### src/rtl/sdram_wrterm_pkg.sv
package sdram_wrterm_pkg;

  typedef enum logic [2:0] {
    ST_IDLE,
    ST_ACT,
    ST_RCD,
    ST_WR,
    ST_BURST,
    ST_REC,
    ST_PRE,
    ST_RP
  } seq_state_e;

  // {ras_n, cas_n, we_n}
  localparam logic [2:0] CMD_NOP   = 3'b111;
  localparam logic [2:0] CMD_ACT   = 3'b011;
  localparam logic [2:0] CMD_WRITE = 3'b100;
  localparam logic [2:0] CMD_PRE   = 3'b010;

endpackage

### src/rtl/sdram_wrterm_len.sv
module sdram_wrterm_len #(
  parameter int COL_W = 9
) (
  input  logic [2:0]     code,
  output logic [COL_W:0] beats,
  output logic           full_page,
  output logic           mask_tail
);

  localparam logic [COL_W:0] ONE = (COL_W+1)'(1);

  always_comb begin
    unique case (code)
      3'd0:    beats = ONE;
      3'd1:    beats = ONE << 1;
      3'd2:    beats = ONE << 2;
      3'd3:    beats = ONE << 3;
      3'd7:    beats = ONE << COL_W;
      default: beats = ONE;
    endcase
  end

  assign full_page = (code == 3'd7);
  assign mask_tail = (code == 3'd2) || (code == 3'd3) || (code == 3'd7);

endmodule

### src/rtl/sdram_wrterm_fsm.sv
module sdram_wrterm_fsm
  import sdram_wrterm_pkg::*;
#(
  parameter int BA_W   = 2,
  parameter int ADDR_W = 13,
  parameter int COL_W  = 9,
  parameter int TW_W   = 4
) (
  input  logic              clk,
  input  logic              rst,
  input  logic              hs,
  input  logic [BA_W-1:0]   req_bank,
  input  logic [ADDR_W-1:0] req_row,
  input  logic [COL_W-1:0]  req_col,
  input  logic              req_ap,
  input  logic              req_mask,
  input  logic [COL_W:0]    req_beats,
  input  logic [TW_W-1:0]   cfg_trcd,
  input  logic [TW_W-1:0]   cfg_twr,
  input  logic [TW_W-1:0]   cfg_trp,
  output seq_state_e        st_n,
  output logic [BA_W-1:0]   bank_n,
  output logic [ADDR_W-1:0] row_n,
  output logic [COL_W-1:0]  col_n,
  output logic              ap_n,
  output logic              mask_n
);

  localparam int CNT_W = ((COL_W + 1) > (TW_W + 2)) ? (COL_W + 1) : (TW_W + 2);
  localparam logic [TW_W-1:0] T1 = TW_W'(1);
  localparam logic [TW_W-1:0] T2 = TW_W'(2);

  seq_state_e        st_q;
  logic [CNT_W-1:0]  cnt_q, cnt_n;
  logic [BA_W-1:0]   bank_q;
  logic [ADDR_W-1:0] row_q;
  logic [COL_W-1:0]  col_q;
  logic              ap_q, mask_q;
  logic [COL_W:0]    beats_q;
  logic [TW_W-1:0]   trcd_q, twr_q, trp_q;
  logic [TW_W-1:0]   trcd_c, twr_c, trp_c;
  logic              ld, go_tail;

  assign ld     = hs && (st_q == ST_IDLE);
  assign trcd_c = (cfg_trcd < T1) ? T1 : cfg_trcd;
  assign twr_c  = (cfg_twr  < T1) ? T1 : cfg_twr;
  assign trp_c  = (cfg_trp  < T2) ? T2 : cfg_trp;

  assign bank_n = ld ? req_bank : bank_q;
  assign row_n  = ld ? req_row  : row_q;
  assign col_n  = ld ? req_col  : col_q;
  assign ap_n   = ld ? req_ap   : ap_q;
  assign mask_n = ld ? req_mask : mask_q;

  always_comb begin
    st_n    = st_q;
    cnt_n   = cnt_q;
    go_tail = 1'b0;
    unique case (st_q)
      ST_IDLE: if (hs) st_n = ST_ACT;
      ST_ACT: begin
        if (trcd_q == T1) st_n = ST_WR;
        else begin
          st_n  = ST_RCD;
          cnt_n = CNT_W'(trcd_q) - CNT_W'(2);
        end
      end
      ST_RCD: begin
        if (cnt_q == '0) st_n = ST_WR;
        else cnt_n = cnt_q - CNT_W'(1);
      end
      ST_WR: begin
        if (beats_q == (COL_W+1)'(1)) go_tail = 1'b1;
        else begin
          st_n  = ST_BURST;
          cnt_n = CNT_W'(beats_q) - CNT_W'(2);
        end
      end
      ST_BURST: begin
        if (cnt_q == '0) go_tail = 1'b1;
        else cnt_n = cnt_q - CNT_W'(1);
      end
      ST_REC: begin
        if (cnt_q == '0) st_n = ST_PRE;
        else cnt_n = cnt_q - CNT_W'(1);
      end
      ST_PRE: begin
        if (trp_q == T2) st_n = ST_IDLE;
        else begin
          st_n  = ST_RP;
          cnt_n = CNT_W'(trp_q) - CNT_W'(3);
        end
      end
      ST_RP: begin
        if (cnt_q == '0) st_n = ST_IDLE;
        else cnt_n = cnt_q - CNT_W'(1);
      end
      default: st_n = ST_IDLE;
    endcase
    if (go_tail) begin
      if (ap_q) begin
        st_n  = ST_RP;
        cnt_n = CNT_W'(twr_q) + CNT_W'(trp_q) - CNT_W'(3);
      end else if (twr_q == T1) begin
        st_n = ST_PRE;
      end else begin
        st_n  = ST_REC;
        cnt_n = CNT_W'(twr_q) - CNT_W'(2);
      end
    end
  end

  always_ff @(posedge clk) begin
    if (rst) begin
      st_q    <= ST_IDLE;
      cnt_q   <= '0;
      bank_q  <= '0;
      row_q   <= '0;
      col_q   <= '0;
      ap_q    <= 1'b0;
      mask_q  <= 1'b0;
      beats_q <= (COL_W+1)'(1);
      trcd_q  <= T1;
      twr_q   <= T1;
      trp_q   <= T2;
    end else begin
      st_q  <= st_n;
      cnt_q <= cnt_n;
      if (ld) begin
        bank_q  <= req_bank;
        row_q   <= req_row;
        col_q   <= req_col;
        ap_q    <= req_ap;
        mask_q  <= req_mask;
        beats_q <= req_beats;
        trcd_q  <= trcd_c;
        twr_q   <= twr_c;
        trp_q   <= trp_c;
      end
    end
  end

endmodule

### src/rtl/sdram_wrterm_pins.sv
module sdram_wrterm_pins
  import sdram_wrterm_pkg::*;
#(
  parameter int BA_W   = 2,
  parameter int ADDR_W = 13,
  parameter int COL_W  = 9,
  parameter int AP_BIT = 10
) (
  input  logic              clk,
  input  logic              rst,
  input  seq_state_e        st_n,
  input  logic [BA_W-1:0]   bank_n,
  input  logic [ADDR_W-1:0] row_n,
  input  logic [COL_W-1:0]  col_n,
  input  logic              ap_n,
  input  logic              mask_n,
  output logic              ready,
  output logic [2:0]        cmd,
  output logic [BA_W-1:0]   ba,
  output logic [ADDR_W-1:0] addr,
  output logic              dqm,
  output logic              beat
);

  logic              ready_d, dqm_d, beat_d;
  logic [2:0]        cmd_d;
  logic [BA_W-1:0]   ba_d;
  logic [ADDR_W-1:0] addr_d;

  always_comb begin
    ready_d = 1'b0;
    cmd_d   = CMD_NOP;
    ba_d    = '0;
    addr_d  = '0;
    dqm_d   = 1'b0;
    beat_d  = 1'b0;
    unique case (st_n)
      ST_IDLE: ready_d = 1'b1;
      ST_ACT: begin
        cmd_d  = CMD_ACT;
        ba_d   = bank_n;
        addr_d = row_n;
      end
      ST_WR: begin
        cmd_d                  = CMD_WRITE;
        ba_d                   = bank_n;
        addr_d[COL_W-1:0]      = col_n;
        addr_d[AP_BIT]         = ap_n;
        beat_d                 = 1'b1;
      end
      ST_BURST: beat_d = 1'b1;
      ST_REC:   dqm_d  = mask_n;
      ST_PRE: begin
        cmd_d = CMD_PRE;
        ba_d  = bank_n;
        dqm_d = mask_n;
      end
      default: ;
    endcase
  end

  always_ff @(posedge clk) begin
    if (rst) begin
      ready <= 1'b1;
      cmd   <= CMD_NOP;
      ba    <= '0;
      addr  <= '0;
      dqm   <= 1'b0;
      beat  <= 1'b0;
    end else begin
      ready <= ready_d;
      cmd   <= cmd_d;
      ba    <= ba_d;
      addr  <= addr_d;
      dqm   <= dqm_d;
      beat  <= beat_d;
    end
  end

endmodule

### src/rtl/sdram_wrterm_seq.sv
module sdram_wrterm_seq
  import sdram_wrterm_pkg::*;
#(
  parameter int BA_W   = 2,
  parameter int ADDR_W = 13,
  parameter int COL_W  = 9,
  parameter int TW_W   = 4,
  parameter int AP_BIT = 10
) (
  input  logic              clk,
  input  logic              rst,
  input  logic              req_valid,
  output logic              req_ready,
  input  logic [BA_W-1:0]   req_bank,
  input  logic [ADDR_W-1:0] req_row,
  input  logic [COL_W-1:0]  req_col,
  input  logic [2:0]        req_blen,
  input  logic              req_autopre,
  input  logic [TW_W-1:0]   cfg_trcd,
  input  logic [TW_W-1:0]   cfg_twr,
  input  logic [TW_W-1:0]   cfg_trp,
  output logic              sd_ras_n,
  output logic              sd_cas_n,
  output logic              sd_we_n,
  output logic [BA_W-1:0]   sd_ba,
  output logic [ADDR_W-1:0] sd_addr,
  output logic              sd_dqm,
  output logic              wr_beat
);

  logic [COL_W:0]    beats;
  logic              full_page, mask_tail, ap_eff, mask_eff, hs;
  seq_state_e        st_n;
  logic [BA_W-1:0]   bank_n;
  logic [ADDR_W-1:0] row_n;
  logic [COL_W-1:0]  col_n;
  logic              ap_n, mask_n;
  logic [2:0]        cmd;

  assign hs       = req_valid && req_ready;
  assign ap_eff   = req_autopre && !full_page;
  assign mask_eff = mask_tail && !ap_eff;

  sdram_wrterm_len #(.COL_W(COL_W)) u_len (
    .code      (req_blen),
    .beats     (beats),
    .full_page (full_page),
    .mask_tail (mask_tail)
  );

  sdram_wrterm_fsm #(
    .BA_W(BA_W), .ADDR_W(ADDR_W), .COL_W(COL_W), .TW_W(TW_W)
  ) u_fsm (
    .clk       (clk),
    .rst       (rst),
    .hs        (hs),
    .req_bank  (req_bank),
    .req_row   (req_row),
    .req_col   (req_col),
    .req_ap    (ap_eff),
    .req_mask  (mask_eff),
    .req_beats (beats),
    .cfg_trcd  (cfg_trcd),
    .cfg_twr   (cfg_twr),
    .cfg_trp   (cfg_trp),
    .st_n      (st_n),
    .bank_n    (bank_n),
    .row_n     (row_n),
    .col_n     (col_n),
    .ap_n      (ap_n),
    .mask_n    (mask_n)
  );

  sdram_wrterm_pins #(
    .BA_W(BA_W), .ADDR_W(ADDR_W), .COL_W(COL_W), .AP_BIT(AP_BIT)
  ) u_pins (
    .clk    (clk),
    .rst    (rst),
    .st_n   (st_n),
    .bank_n (bank_n),
    .row_n  (row_n),
    .col_n  (col_n),
    .ap_n   (ap_n),
    .mask_n (mask_n),
    .ready  (req_ready),
    .cmd    (cmd),
    .ba     (sd_ba),
    .addr   (sd_addr),
    .dqm    (sd_dqm),
    .beat   (wr_beat)
  );

  assign sd_ras_n = cmd[2];
  assign sd_cas_n = cmd[1];
  assign sd_we_n  = cmd[0];

endmodule

### config.mk
export PLATFORM = sky130hd
export DESIGN_NAME = sdram_wrterm_seq
export DESIGN_NICKNAME = d
export VERILOG_FILES = /design/src/rtl/sdram_wrterm_pkg.sv /design/src/rtl/sdram_wrterm_len.sv /design/src/rtl/sdram_wrterm_fsm.sv /design/src/rtl/sdram_wrterm_pins.sv /design/src/rtl/sdram_wrterm_seq.sv
export SDC_FILE = /design/constraint.sdc
export NUM_CORES = 1
export LEC_CHECK = 0
export ABC_CLOCK_PERIOD_IN_PS = 2200
export CAP_MARGIN = 5
export CELL_PAD_IN_SITES_DETAIL_PLACEMENT = 1
export CELL_PAD_IN_SITES_GLOBAL_PLACEMENT = 1
export CORE_ASPECT_RATIO = 1.4
export CORE_MARGIN = 1.5
export CORE_UTILIZATION = 35
export CTS_BUF_LIST = sky130_fd_sc_hd__clkbuf_8
export DETAILED_ROUTE_END_ITERATION = 10
export PLACE_DENSITY = 0.85
export SLEW_MARGIN = 10
export SYNTH_ARGS = -nofsm -noshare
export SYNTH_HDL_FRONTEND = slang
export SYNTH_SLANG_ARGS = --single-unit
### constraint.sdc
create_clock -name clk -period 2.2 [get_ports clk]
set_input_delay 0.66 -clock clk [delete_from_list [all_inputs] [get_ports clk]]
set_output_delay 0.66 -clock clk [all_outputs]
set_load 0.02 [all_outputs]
Word-level counts from Yosys, hierarchy flattened
Cells that the tools add are included.
{"block": "word_totals", "inputBits": 43, "register_bits": 82, "out_inout_bits": 21, "elab_cells": 105}
{"block": "op_classes", "reduce_logical": 18, "bitwise": 3, "eq_ne": 20, "addsub": 7, "magnitude_cmp": 3, "mux": 36}
{"cell": "case mux 10 bit (4 select lines)", "n": 2}
{"cell": "two-way mux 10 bit", "n": 7}
{"cell": "== test 3 bit, second input constant", "n": 8}
{"cell": "two-way mux 3 bit", "n": 8}
{"cell": "case mux 3 bit (7 select lines)", "n": 1}
{"cell": "subtractor 10 x 2 -> 10 bit, second input constant", "n": 2}
{"cell": "case mux 9 bit (2 select lines)", "n": 1}
{"cell": "== test 3 x 2 -> 1 bit, second input constant", "n": 5}
{"cell": "subtractor 4 x 2 -> 5 bit, second input constant", "n": 3}
{"cell": "two-way mux 13 bit", "n": 1}
{"cell": "two-way mux 4 bit", "n": 3}
{"cell": "== test 10 x 1 -> 1 bit, second input constant", "n": 1}
{"cell": "logical NOT 10 bit", "n": 1}
{"cell": "OR reduction 2 bit", "n": 5}
{"cell": "subtractor 10 x 1 -> 10 bit, second input constant", "n": 1}
{"cell": "== test 3 x 1 -> 1 bit, second input constant", "n": 3}
{"cell": "two-way mux 9 bit", "n": 1}
{"cell": "case mux 3 bit (3 select lines)", "n": 1}
{"cell": "== test 4 x 1 -> 1 bit, second input constant", "n": 2}
{"cell": "less-than comparator 4 x 1 -> 1 bit, second input constant", "n": 2}
{"cell": "two-way mux 1 bit", "n": 7}
{"cell": "logical NOT 3 bit", "n": 2}
{"cell": "adder 4 x 4 -> 5 bit", "n": 1}
{"cell": "== test 4 x 2 -> 1 bit, second input constant", "n": 1}
{"cell": "9 further kinds", "n": 18}

Longest topological paths before layout
Gate-level depths: netlist of run 1.
{"block": "depth", "depth_word": 8, "mapped_depth": 10, "mapped_depth_nobuf": 9}

Hierarchy
Synthesis of run 1 repeated with hierarchy kept, for this count alone.
{"block": "hier_totals", "hier_cells": 604, "area_unflattened_um2": 4663.2}
{"module": "sdram_wrterm_fsm", "n_inst": 1, "area_per_inst_um2": 3773.6, "cells_each": 518, "seq_area_each_um2": 1221.2}
{"module": "sdram_wrterm_pins", "n_inst": 1, "area_per_inst_um2": 758.2, "cells_each": 68, "seq_area_each_um2": 420.4}
{"module": "sdram_wrterm_len", "n_inst": 1, "area_per_inst_um2": 102.6, "cells_each": 15, "seq_area_each_um2": 0.0}
{"module": "sdram_wrterm_seq", "n_inst": 1, "area_per_inst_um2": 28.8, "cells_each": 3, "seq_area_each_um2": 0.0}

Worst setup path after synthesis of run 1
No wires, ideal clock.
{"block": "synth_path", "path_type": "register -> register", "startpoint": "register u_fsm.cnt_q[0]", "endpoint": "register u_pins.cmd[0]", "slack_ns": -0.006, "arrival_ns": 2.087, "path_buffers": 0, "required_time_ns": 2.080, "synth_period_minus_slack_ns": 2.206, "setup_ns": 0.120, "stages_incl_launch_ff": 9, "path_cell_list": "dfxtp_1 > inv_1 > ha_1 > nor3b_2 > and4_1 > a2111o_1 > a221oi_4 > nand3b_2 > a211o_1"}
{"block": "synth_between", "elab_chain_cells": 6, "elab_cells_between_ends": 12}
{"item": "start: declaration", "line_no": "sdram_wrterm_fsm.sv:34", "rtl": "logic [CNT_W-1:0] cnt_q, cnt_n;"}
{"item": "start signal: assignment", "line_no": "sdram_wrterm_fsm.sv:128", "rtl": "cnt_q <= cnt_n;"}
{"item": "logical NOT 10 bit (*)"}
{"item": "two-way mux 3 bit (tied with other cells)", "line_no": "sdram_wrterm_fsm.sv:95", "rtl": "if (cnt_q == '0) st_n = ST_IDLE;"}
{"item": "case mux 3 bit (7 select lines) or case mux 1 bit (2 select lines) (tied branches)", "line_no": "sdram_wrterm_fsm.sv:59", "rtl": "unique case (st_q)"}
{"item": "two-way mux 3 bit (*)", "line_no": "sdram_wrterm_fsm.sv:100", "rtl": "if (go_tail) begin"}
{"item": "== test 3 bit (tied with other cells)", "line_no": "sdram_wrterm_pins.sv:37", "rtl": "unique case (st_n)"}
{"item": "case mux 3 bit (3 select lines) (*)", "line_no": "sdram_wrterm_pins.sv:37"}
{"item": "end signal: assignment", "line_no": "sdram_wrterm_pins.sv:72", "rtl": "cmd <= cmd_d;"}
{"item": "end: declaration", "line_no": "sdram_wrterm_pins.sv:18", "rtl": "output logic [2:0] cmd,"}
Mark *: on every way between the ends. The rest lies on a longest branch, timed or not.
A chain may end at the register's enable or synchronous reset.

Final worst setup path of run 1
{"block": "layout_path", "startpoint": "register u_fsm.st_q[1]", "endpoint": "register u_pins.cmd[0]"}
{"block": "layout_between", "elab_chain_cells": 5, "elab_cells_between_ends": 20}
{"item": "start: declaration", "line_no": "sdram_wrterm_fsm.sv:33", "rtl": "seq_state_e st_q;"}
{"item": "start signal: assignment", "line_no": "sdram_wrterm_fsm.sv:127", "rtl": "st_q <= st_n;"}
{"item": "== test 3 bit (tied with other cells)", "line_no": "sdram_wrterm_fsm.sv:59"}
{"item": "case mux 3 bit (7 select lines) or case mux 1 bit (2 select lines) (tied branches)", "line_no": "sdram_wrterm_fsm.sv:59"}
{"item": "two-way mux 3 bit (*)", "line_no": "sdram_wrterm_fsm.sv:100"}
{"item": "== test 3 bit (tied with other cells)", "line_no": "sdram_wrterm_pins.sv:37"}
{"item": "case mux 3 bit (3 select lines) (*)", "line_no": "sdram_wrterm_pins.sv:37"}
Marked as above.

==> results.md, run 1 <==
- The length in cells of the worst reg-to-reg path is 8.
- After routing the design area is 0.00566 mm².
- After clock tree synthesis, the clock-pin slew on the worst setup and hold paths is 80 ps.
- The number of antenna diodes in the final layout is 0.
- After legalization and detailed placement, the total HPWL measured 11200 µm.
- The layout overhead on the synthesized area is 45.7%.
- The start of the worst register-to-register path is u_fsm.st_q[1].
- Summed over all layers, the global routing overflow is 0.
- The top cell type's share of synthesized area is 33.0%.
- The post-place setup slack is -365 ps.
- Summing over every cut layer, the via total after detailed routing is 4530.
- The switching power share of the total is 46.1%.
- The first global-routing pass estimated 24100 µm of wire.
- The run finished, with violations left.
- The endpoint type of the worst setup path is a flop.
- Registers are responsible for 21.6% of the overall power.
- The wire length per cell after detailed routing is 22.0 µm.
- IR analysis of the VDD net gives a maximum drop of 0.768 mV.
- The tightest min-delay check is of the reg2reg type.
- The maximum buffer depth of the clock tree is 2.
- The data arrival time of the worst path is 2490 ps.
- The number of flops mapped to enable cells by yosys is 0.
- The maximum number of pins on one net before global-route repair is 42.
- In this run the most critical hold path is launched from u_fsm.col_q[5].
- Global routing used 26.7% of the available tracks.
- The startpoint type of the worst setup path is a flop.
- The slew at the pin with the worst max-slew slack is 695 ps.
- Yosys instantiated no cell more often than nand2_1.
- The clock drives 64 sinks.
- The count of nets left with antenna violations once routing finished came out at 0.
- The initial utilization of the core area, before any placement, comes to 35.9%.
- The first detailed-routing pass ran for 5 iterations.
- The count of different cell masters after synthesis is 78.
- The iteration-0 DRC count of the detailed router is 294.
- Wires add up to 16800 µm.
- Counting every instance in the synthesized netlist gives 481.
- The final weighted congestion in routability-driven placement is 0.954.
- Tracing the worst setup path back leads to its startpoint at u_fsm.st_q[1].
- The register bit count reported by yosys is 64.
- For this design the ratio of total power to cell area is 1370 mW/mm².
- The worst hold path was traced through 2 stages.
- Across all register-to-register paths, the minimum setup slack is -30 ps.
- In this run the horizontal extent of the chip is 92 µm.
- Of all flip-flops after synthesis, the portion carrying an async set or reset was 0%.
- The worst setup margin is -34.8 ps.
- The remaining design rule violation count is 0.
- The total CTS buffers is 9.
- The power dissipated by switching net loads is 3.57 mW.
- By startpoint and endpoint, the worst setup path is classified as reg2reg.
- Sorting the synthesized cells by area gives the leading types as dfxtp_1, nand2_1, a21oi_1.
- For this design the top-level I/O count stands at 64.
- In this run the static leakage power is 2.20 nW.
- The number of buffers inserted by port buffering is 63.
- The final-layout setup total negative slack is -52.7 ps.
- The mean instance size in the synthesized netlist is 8.07 µm².
- The largest total area in the synthesized netlist belongs to dfxtp_1.
- The depth of the CTS H-tree is 3.
- The most used flip-flop cell after synthesis is dfxtp_1.
- The tightest hold margin is 465 ps.
- The post-placement cell count is 738.
- The worst hold path terminates at u_fsm.col_q[5].
- The final reports fail on setup timing.
- The maximum fanout encountered on the critical timing path is 11.
- Setup violations remaining at the end of the flow were counted as 2.
- The via count of the first global-routing pass is 4732.
- In this run the core area contains 45 standard-cell rows.
- The total core area is 0.0108 mm².
- The cell area after synthesis is 0.00388 mm².
- When the netlist entered floorplanning its net count stood at 539.
- The cell sitting at the root of the clock tree is a clkbuf_8.
- TritonCTS built the clock tree.
- The placed instances occupy a cell area of 0.00514 mm².
- The overall die area is 0.0117 mm².
- The net total in the final layout is 677.
- For this run, the register share of the synthesized area comes to 33.0%.
- STA puts the critical path data required time at 2450 ps.
- The number of warnings issued by yosys is 0.
- The max-slew violation total from the final report is 0.
- Setup repair after global routing could not meet its margin everywhere.
- The clock latency of the later-clocked register in the worst-skew pair is 370 ps.
- The final-report hold violation count is 0.
- After detailed routing, the number of vias per cell comes to 5.92.
- The initial antenna violation count is 0.
- The headroom to the max-slew limit is 53.3%.
- In the synthesized netlist, the cells that appear most often are nand2_1, dfxtp_1, a21oi_1, nor2_1, inv_1.
- The share of total power dissipated in combinational logic is 65.9%.
- The clock power share is 12.5%.
- The terminus of the critical flop-to-flop path is u_pins.cmd[0].
- Between clock sinks in the finished design, the worst skew comes to 15.8 ps.
- The number of violations of the max-capacitance limit is 0.
- The fmax is 447 MHz.
- For the finished layout, the period the worst path requires is 2230 ps.
- The overall die height is 128 µm.
- The post-route netlist has 30.1% of its cells at a drive strength greater than 1.
- The non-filler instance count after layout is 765.
- The cell-internal power is 4.18 mW.
- After layout, the worst path uses 102% of the clock period.
timing repair:
action,CTS,global route
endpoints found under the setup margin,19,25
buffers inserted,9,3
pin swaps,8,19
resized for setup,26,42
hold buffers,0,0
gates cloned,0,1
power groups by stage:
stage / Clock, mW / Sequential [mW] / Combinational, mW
after floorplan: 0 / 1.70 / 2.48
after CTS: 0.974 / 1.63 / 4.67
after detailed placement: 0 / 1.64 / 4.35
after global routing: 1.02 / 1.69 / 5.39
after global placement: 0 / 1.62 / 4.17
final: 0.966 / 1.68 / 5.11
stage by stage:
| stage | util, % | power, mW |
|---|---|---|
| 2_1_floorplan | - | 4.18 |
| 3_3_place_gp | 47.5 | 5.79 |
| 3_5_place_dp | 47.5 | 5.99 |
| 4_1_cts | 50.8 | 7.28 |
| 5_1_grt | 52.3 | 8.10 |
| 6_report | 52.3 | 7.75 |
worst max-delay path, stage by stage, from the launching register on:
cell and delay, ps:
dfxtp_2 360, buf_4 200, nand3b_1 180, o22ai_4 110, a2111o_1 420, a221oi_4 290, buf_6 170, nand3b_4 90
a211o_1 300
worst max path at each step:
stage,endpoint,slack [ps],cells after the start
detailed placement,u_pins.addr[3],-370,7
global route,u_pins.cmd[0],-80,8
finish,u_pins.cmd[0],-30,8
global placement,u_pins.addr[7],-280,7
floorplan,u_pins.cmd[0],10,8
CTS,u_fsm.cnt_q[7],-30,8
sequential cells by signal, summed over array words and instances (netlist names), 3 cells and up:
register / cells
u_pins.cmd: 3
u_fsm.cnt_q: 10
u_fsm.beats_q: 5
u_fsm.col_q: 9
u_fsm.st_q: 3
u_fsm.twr_q: 4
u_pins.addr: 13
u_fsm.trp_q: 4
u_fsm.trcd_q: 4
cell families (layout without fill, tap and decap cells):
group	after synthesis	in the layout	synth area share (%)
AOI/OAI and AO/OA	144	145	25.8
xor gates and xnor gates	11	11	2.48
adders and majority gates	16	16	5.29
buffers and inverters	51	193	7.90
DFF	64	64	33.0
muxes	2	2	0.548
and+or+nand+nor	193	193	25.0
cell usage in the layout (no fill, tap or decap), types with 6 or more instances in the layout:
master,instances
nand3_1,15
clkbuf_8,10
buf_6,6
o21ai_0,15
nor3_1,12
dfxtp_1,52
a21oi_2,14
ha_1,10
nor2_1,31
nand2_1,81
a21oi_1,43
a31oi_1,7
buf_4,87
clkdlybuf4s50_1,62
dfxtp_2,9
inv_1,17
o22ai_1,7
final cells by class:
type	count	area, µm²
multi-input combinational	367	2530
timing repair buffer	158	1390
sequential	64	1300
inverter	19	71.3
clock buffer	10	138
clock inverter	6	45.0
fill	1282	5150
tap	141	176
per-layer routing:
layer	global-route usage (%)	part of all wire, %	routed length (µm)	vias up
met2	51.1	54	9020	216
li1	-	-	-	2010
met4	18.1	6.7	1130	0
met1	24.9	35	5870	2214
met3	5.30	4.7	798	90
met5	0	0	0	-
(Power assumes the default switching activity.)
==> run 2: changes to the inputs <==
--- a/config.mk
+++ b/config.mk
@@ -7,14 +7,11 @@
 export LEC_CHECK = 0
 export ABC_CLOCK_PERIOD_IN_PS = 2200
 export CAP_MARGIN = 5
-export CELL_PAD_IN_SITES_DETAIL_PLACEMENT = 1
-export CELL_PAD_IN_SITES_GLOBAL_PLACEMENT = 1
 export CORE_ASPECT_RATIO = 1.4
 export CORE_MARGIN = 1.5
 export CORE_UTILIZATION = 35
 export CTS_BUF_LIST = sky130_fd_sc_hd__clkbuf_8
 export DETAILED_ROUTE_END_ITERATION = 10
-export PLACE_DENSITY = 0.85
 export SLEW_MARGIN = 10
 export SYNTH_ARGS = -nofsm -noshare
 export SYNTH_HDL_FRONTEND = slang
==> results.md, run 2 (synthesis results as in run 1) <==
- The slowest cell on the critical path is or3_4 (was a2111o_1).
- The initial antenna violation count was 0 (unchanged).
- The family of cells with the greatest summed delay on the critical path is simple AND/OR/NAND/NOR gates (was compound AO/OA/AOI/OAI gates).
- The final-report hold violation count is 0 (unchanged).
- The clock sink count is 64 (unchanged).
- The routing usage on met1 came to 23.4% (was 24.9%).
- The instance area after placement is 0.00518 mm² (was 0.00514 mm²).
- The number of iterations in the first detailed-routing pass is 4 (was 5).
- The iteration-0 DRC count of the detailed router is 190 (was 294).
- The largest register by flop count is u_pins.addr (unchanged).
- The number of buffers inserted by port buffering came to 63 (unchanged).
- Cells along the critical path: or3_4 -> or3_4 -> a21oi_4 -> a221oi_4 -> or3_4 -> buf_12 -> a21oi_2 (was buf_4 -> nand3b_1 -> o22ai_4 -> a2111o_1 -> a221oi_4 -> buf_6 -> nand3b_4 -> a211o_1).
- The wire length per cell after detailed routing is 16.0 µm (was 22.0 µm).
- The worst ir drop on vdd is 0.693 mV (was 0.768 mV).
- The worst setup path startpoint was u_fsm.beats_q[3] (was u_fsm.st_q[1]).
- The via density per instance is 5.25 (was 5.92).
- The final setup violation count is 0 (was 2).
- The time the final worst path needs with I/O delays and setup was 2140 ps (was 2230 ps).
- RSZ-0062 raised after global routing: false (was true).
- The ratio of cells with drive above 1 in the final layout is 26.4% (was 30.1%).
- The final antenna-violating net count is 0 (unchanged).
- The max-slew violation total from the final report came to 0 (unchanged).
- The number of placement rows is 45 (unchanged).
- The number of flip-flops under the largest register name is 13 (unchanged).
- The buffer cell driving the clock tree root is clkbuf_8 (unchanged).
- The number of filler cells placed in the layout came to 1057 (was 1282).
- The via count of the first global-routing pass is 3972 (was 4732).
- The storage element area is 0.00129 mm² (was 0.00130 mm²).
- The multi-input logic area is 0.00241 mm² (was 0.00253 mm²).
- Registers with the most flip-flops: u_pins.addr: 13 flops, u_fsm.cnt_q: 10 flops, u_fsm.col_q: 9 flops (unchanged).
- The post-place setup slack came to -318 ps (was -365 ps).
- By instance count, the cell type seen most on the critical path is or3_4.
- The start of the worst register-to-register path was u_fsm.beats_q[3] (was u_fsm.st_q[1]).
- The maximum number of pins on one net before global-route repair is 42 (unchanged).
- The area of all placed cells without fillers was 0.00552 mm² (was 0.00566 mm²).
- The post-DP HPWL came to 9630 µm (was 11200 µm).
- Top library cells by usage in the layout, fill and taps aside: buf_4, nand2_1, clkdlybuf4s50_1 (unchanged).
- The clock latency of the later-clocked register in the worst-skew pair came to 360 ps (was 370 ps).
- The clock tree from TritonCTS was yes (unchanged).
- The overall die height came to 128 µm (unchanged).
- The headroom to the max-slew limit is 71.0% (was 53.3%).
- The met3 capacity usage during global routing came to 2.80% (was 5.30%).
- The met2 layer usage reported by global route was 38.6% (was 51.1%).
- The non-filler instance count after layout is 762 (was 765).
- The layout overhead on the synthesized area was 42.1% (was 45.7%).
- The hold buffer count at CTS is 0 (unchanged).
- The worst hold-check path type is reg2reg (unchanged).
- The antenna cell count is 0 (unchanged).
- The data arrival time of the worst path is 2430 ps (was 2490 ps).
- The post-detailed-routing wire length is 12200 µm (was 16800 µm).
- The final clock skew was 11.2 ps (was 15.8 ps).
- The cell area power density came to 1300 mW/mm² (was 1370 mW/mm²).
- The biggest cell delay along the critical path came to 430 ps (was 420 ps).
- The overflow left after global routing was 0 (unchanged).
- The global-route wire length before repair is 19500 µm (was 24100 µm).
- The final-layout setup total negative slack came to 0 ps (was -52.7 ps).
- The overall die width is 92 µm (unchanged).
- The class of the most critical setup path is reg2reg (unchanged).
- Outcome: finished clean (was complete, but fails checks).
- The tightest hold margin is 456 ps (was 465 ps).
- The origin of the worst min-delay path is u_fsm.col_q[0] (was u_fsm.col_q[5]).
- The maximum fanout encountered on the critical timing path came to 10 (was 11).
- The post-route clock period utilization is 97.2% (was 102%).
- The net total in the final layout is 674 (was 677).
- The remaining design rule violation count came to 0 (unchanged).
- The depth of the CTS H-tree is 3 (unchanged).
- The clock transition at the registers of the reported paths is 70 ps (was 80 ps).
- The number of violations of the max-capacitance limit is 0 (unchanged).
- The total global routing track utilization came to 21.4% (was 26.7%).
- The total via count in the routed design is 4004 (was 4530).
- The total power after layout came to 7.15 mW (was 7.75 mW).
- The total CTS buffers is 9 (unchanged).
- The required time of the critical path came to 2490 ps (was 2450 ps).
- The maximum buffer depth of the clock tree is 2 (unchanged).
- The number of buffers and inverters on the critical path is 1 (was 2).
- The endpoint type of the worst setup path is a flop (unchanged).
- The total core area is 0.0108 mm² (unchanged).
- The top-level port count is 64 (unchanged).
- The overall die area is 0.0117 mm² (unchanged).
- The worst setup margin is 61.3 ps (was -34.8 ps).
- The leakage component of the power came to 2.19 nW (was 2.20 nW).
- The layer carrying the most global-route usage was met2 (unchanged).
- The share of the core filled with cells in the final layout is 51.0% (was 52.3%).
- The fmax is 468 MHz (was 447 MHz).
- The slew at the pin with the worst max-slew slack was 431 ps (was 695 ps).
- The startpoint type of the worst setup path is a flop (unchanged).
- The final weighted congestion in routability-driven placement is 0.941 (was 0.954).
- The post-placement cell count came to 743 (was 738).
- The most common cell after layout, fill and taps aside is buf_4 (unchanged).
- The effective utilization at floorplan is 35.9% (unchanged).
==> run 2: cell types whose count changed in the layout (fill, tap and decap cells not counted), moves of 3 or more <==
cell / before / now
buf_6: 6 / 0
dfxtp_1: 52 / 57
buf_4: 87 / 90
dfxtp_2: 9 / 6
==> run 2: layer usage <==
layer | routed length (µm) | vias to the layer above
met3 | 439 | 29
met2 | 6250 | 114
li1 | - | 2000
met4 | 569 | 0
met5 | 0 | -
met1 | 4930 | 1861
==> run 2: what timing repair did <==
item                                    4_1_cts  5_1_grt
endpoints found under the setup margin       22       21
gates resized for setup                       8       25
setup buffers                                 2        1
pin swaps                                     1       10
==> run 2: worst paths after layout <==
kind | end | slack (ps) | depth (start not counted)
worst max-delay path | u_pins.addr[5] | 60 | 7
worst min register to register | u_fsm.col_q[0] | 460 | 2
worst max register to register | u_pins.addr[5] | 60 | 7
worst min-delay path | u_fsm.col_q[0] | 460 | 2
==> run 2: cell type report <==
| cell class | instances | share of cell area [%] |
|---|---|---|
| clock inverter | 7 | 1.32 |
| multi-input combinational | 366 | 43.7 |
| sequential | 64 | 23.4 |
| tap | 141 | 3.20 |
| clock buffer | 9 | 2.25 |
| inverter | 19 | 1.29 |
| timing repair buffer | 156 | 24.8 |
==> run 2: worst register-to-register path, delay by kind of cell, from the launching register on <==
kind / cells / cell delay [ps]
AND/OR/NAND/NOR: 3 / 1200
AO/OA/AOI/OAI: 3 / 400
flip-flops: 1 / 310
buffers and inverters: 1 / 160
==> run 2: report_power, final <==
group,internal (mW),switching [mW]
Clock,0.524,0.500
Sequential,1.42,0.195
Combinational,2.14,2.37
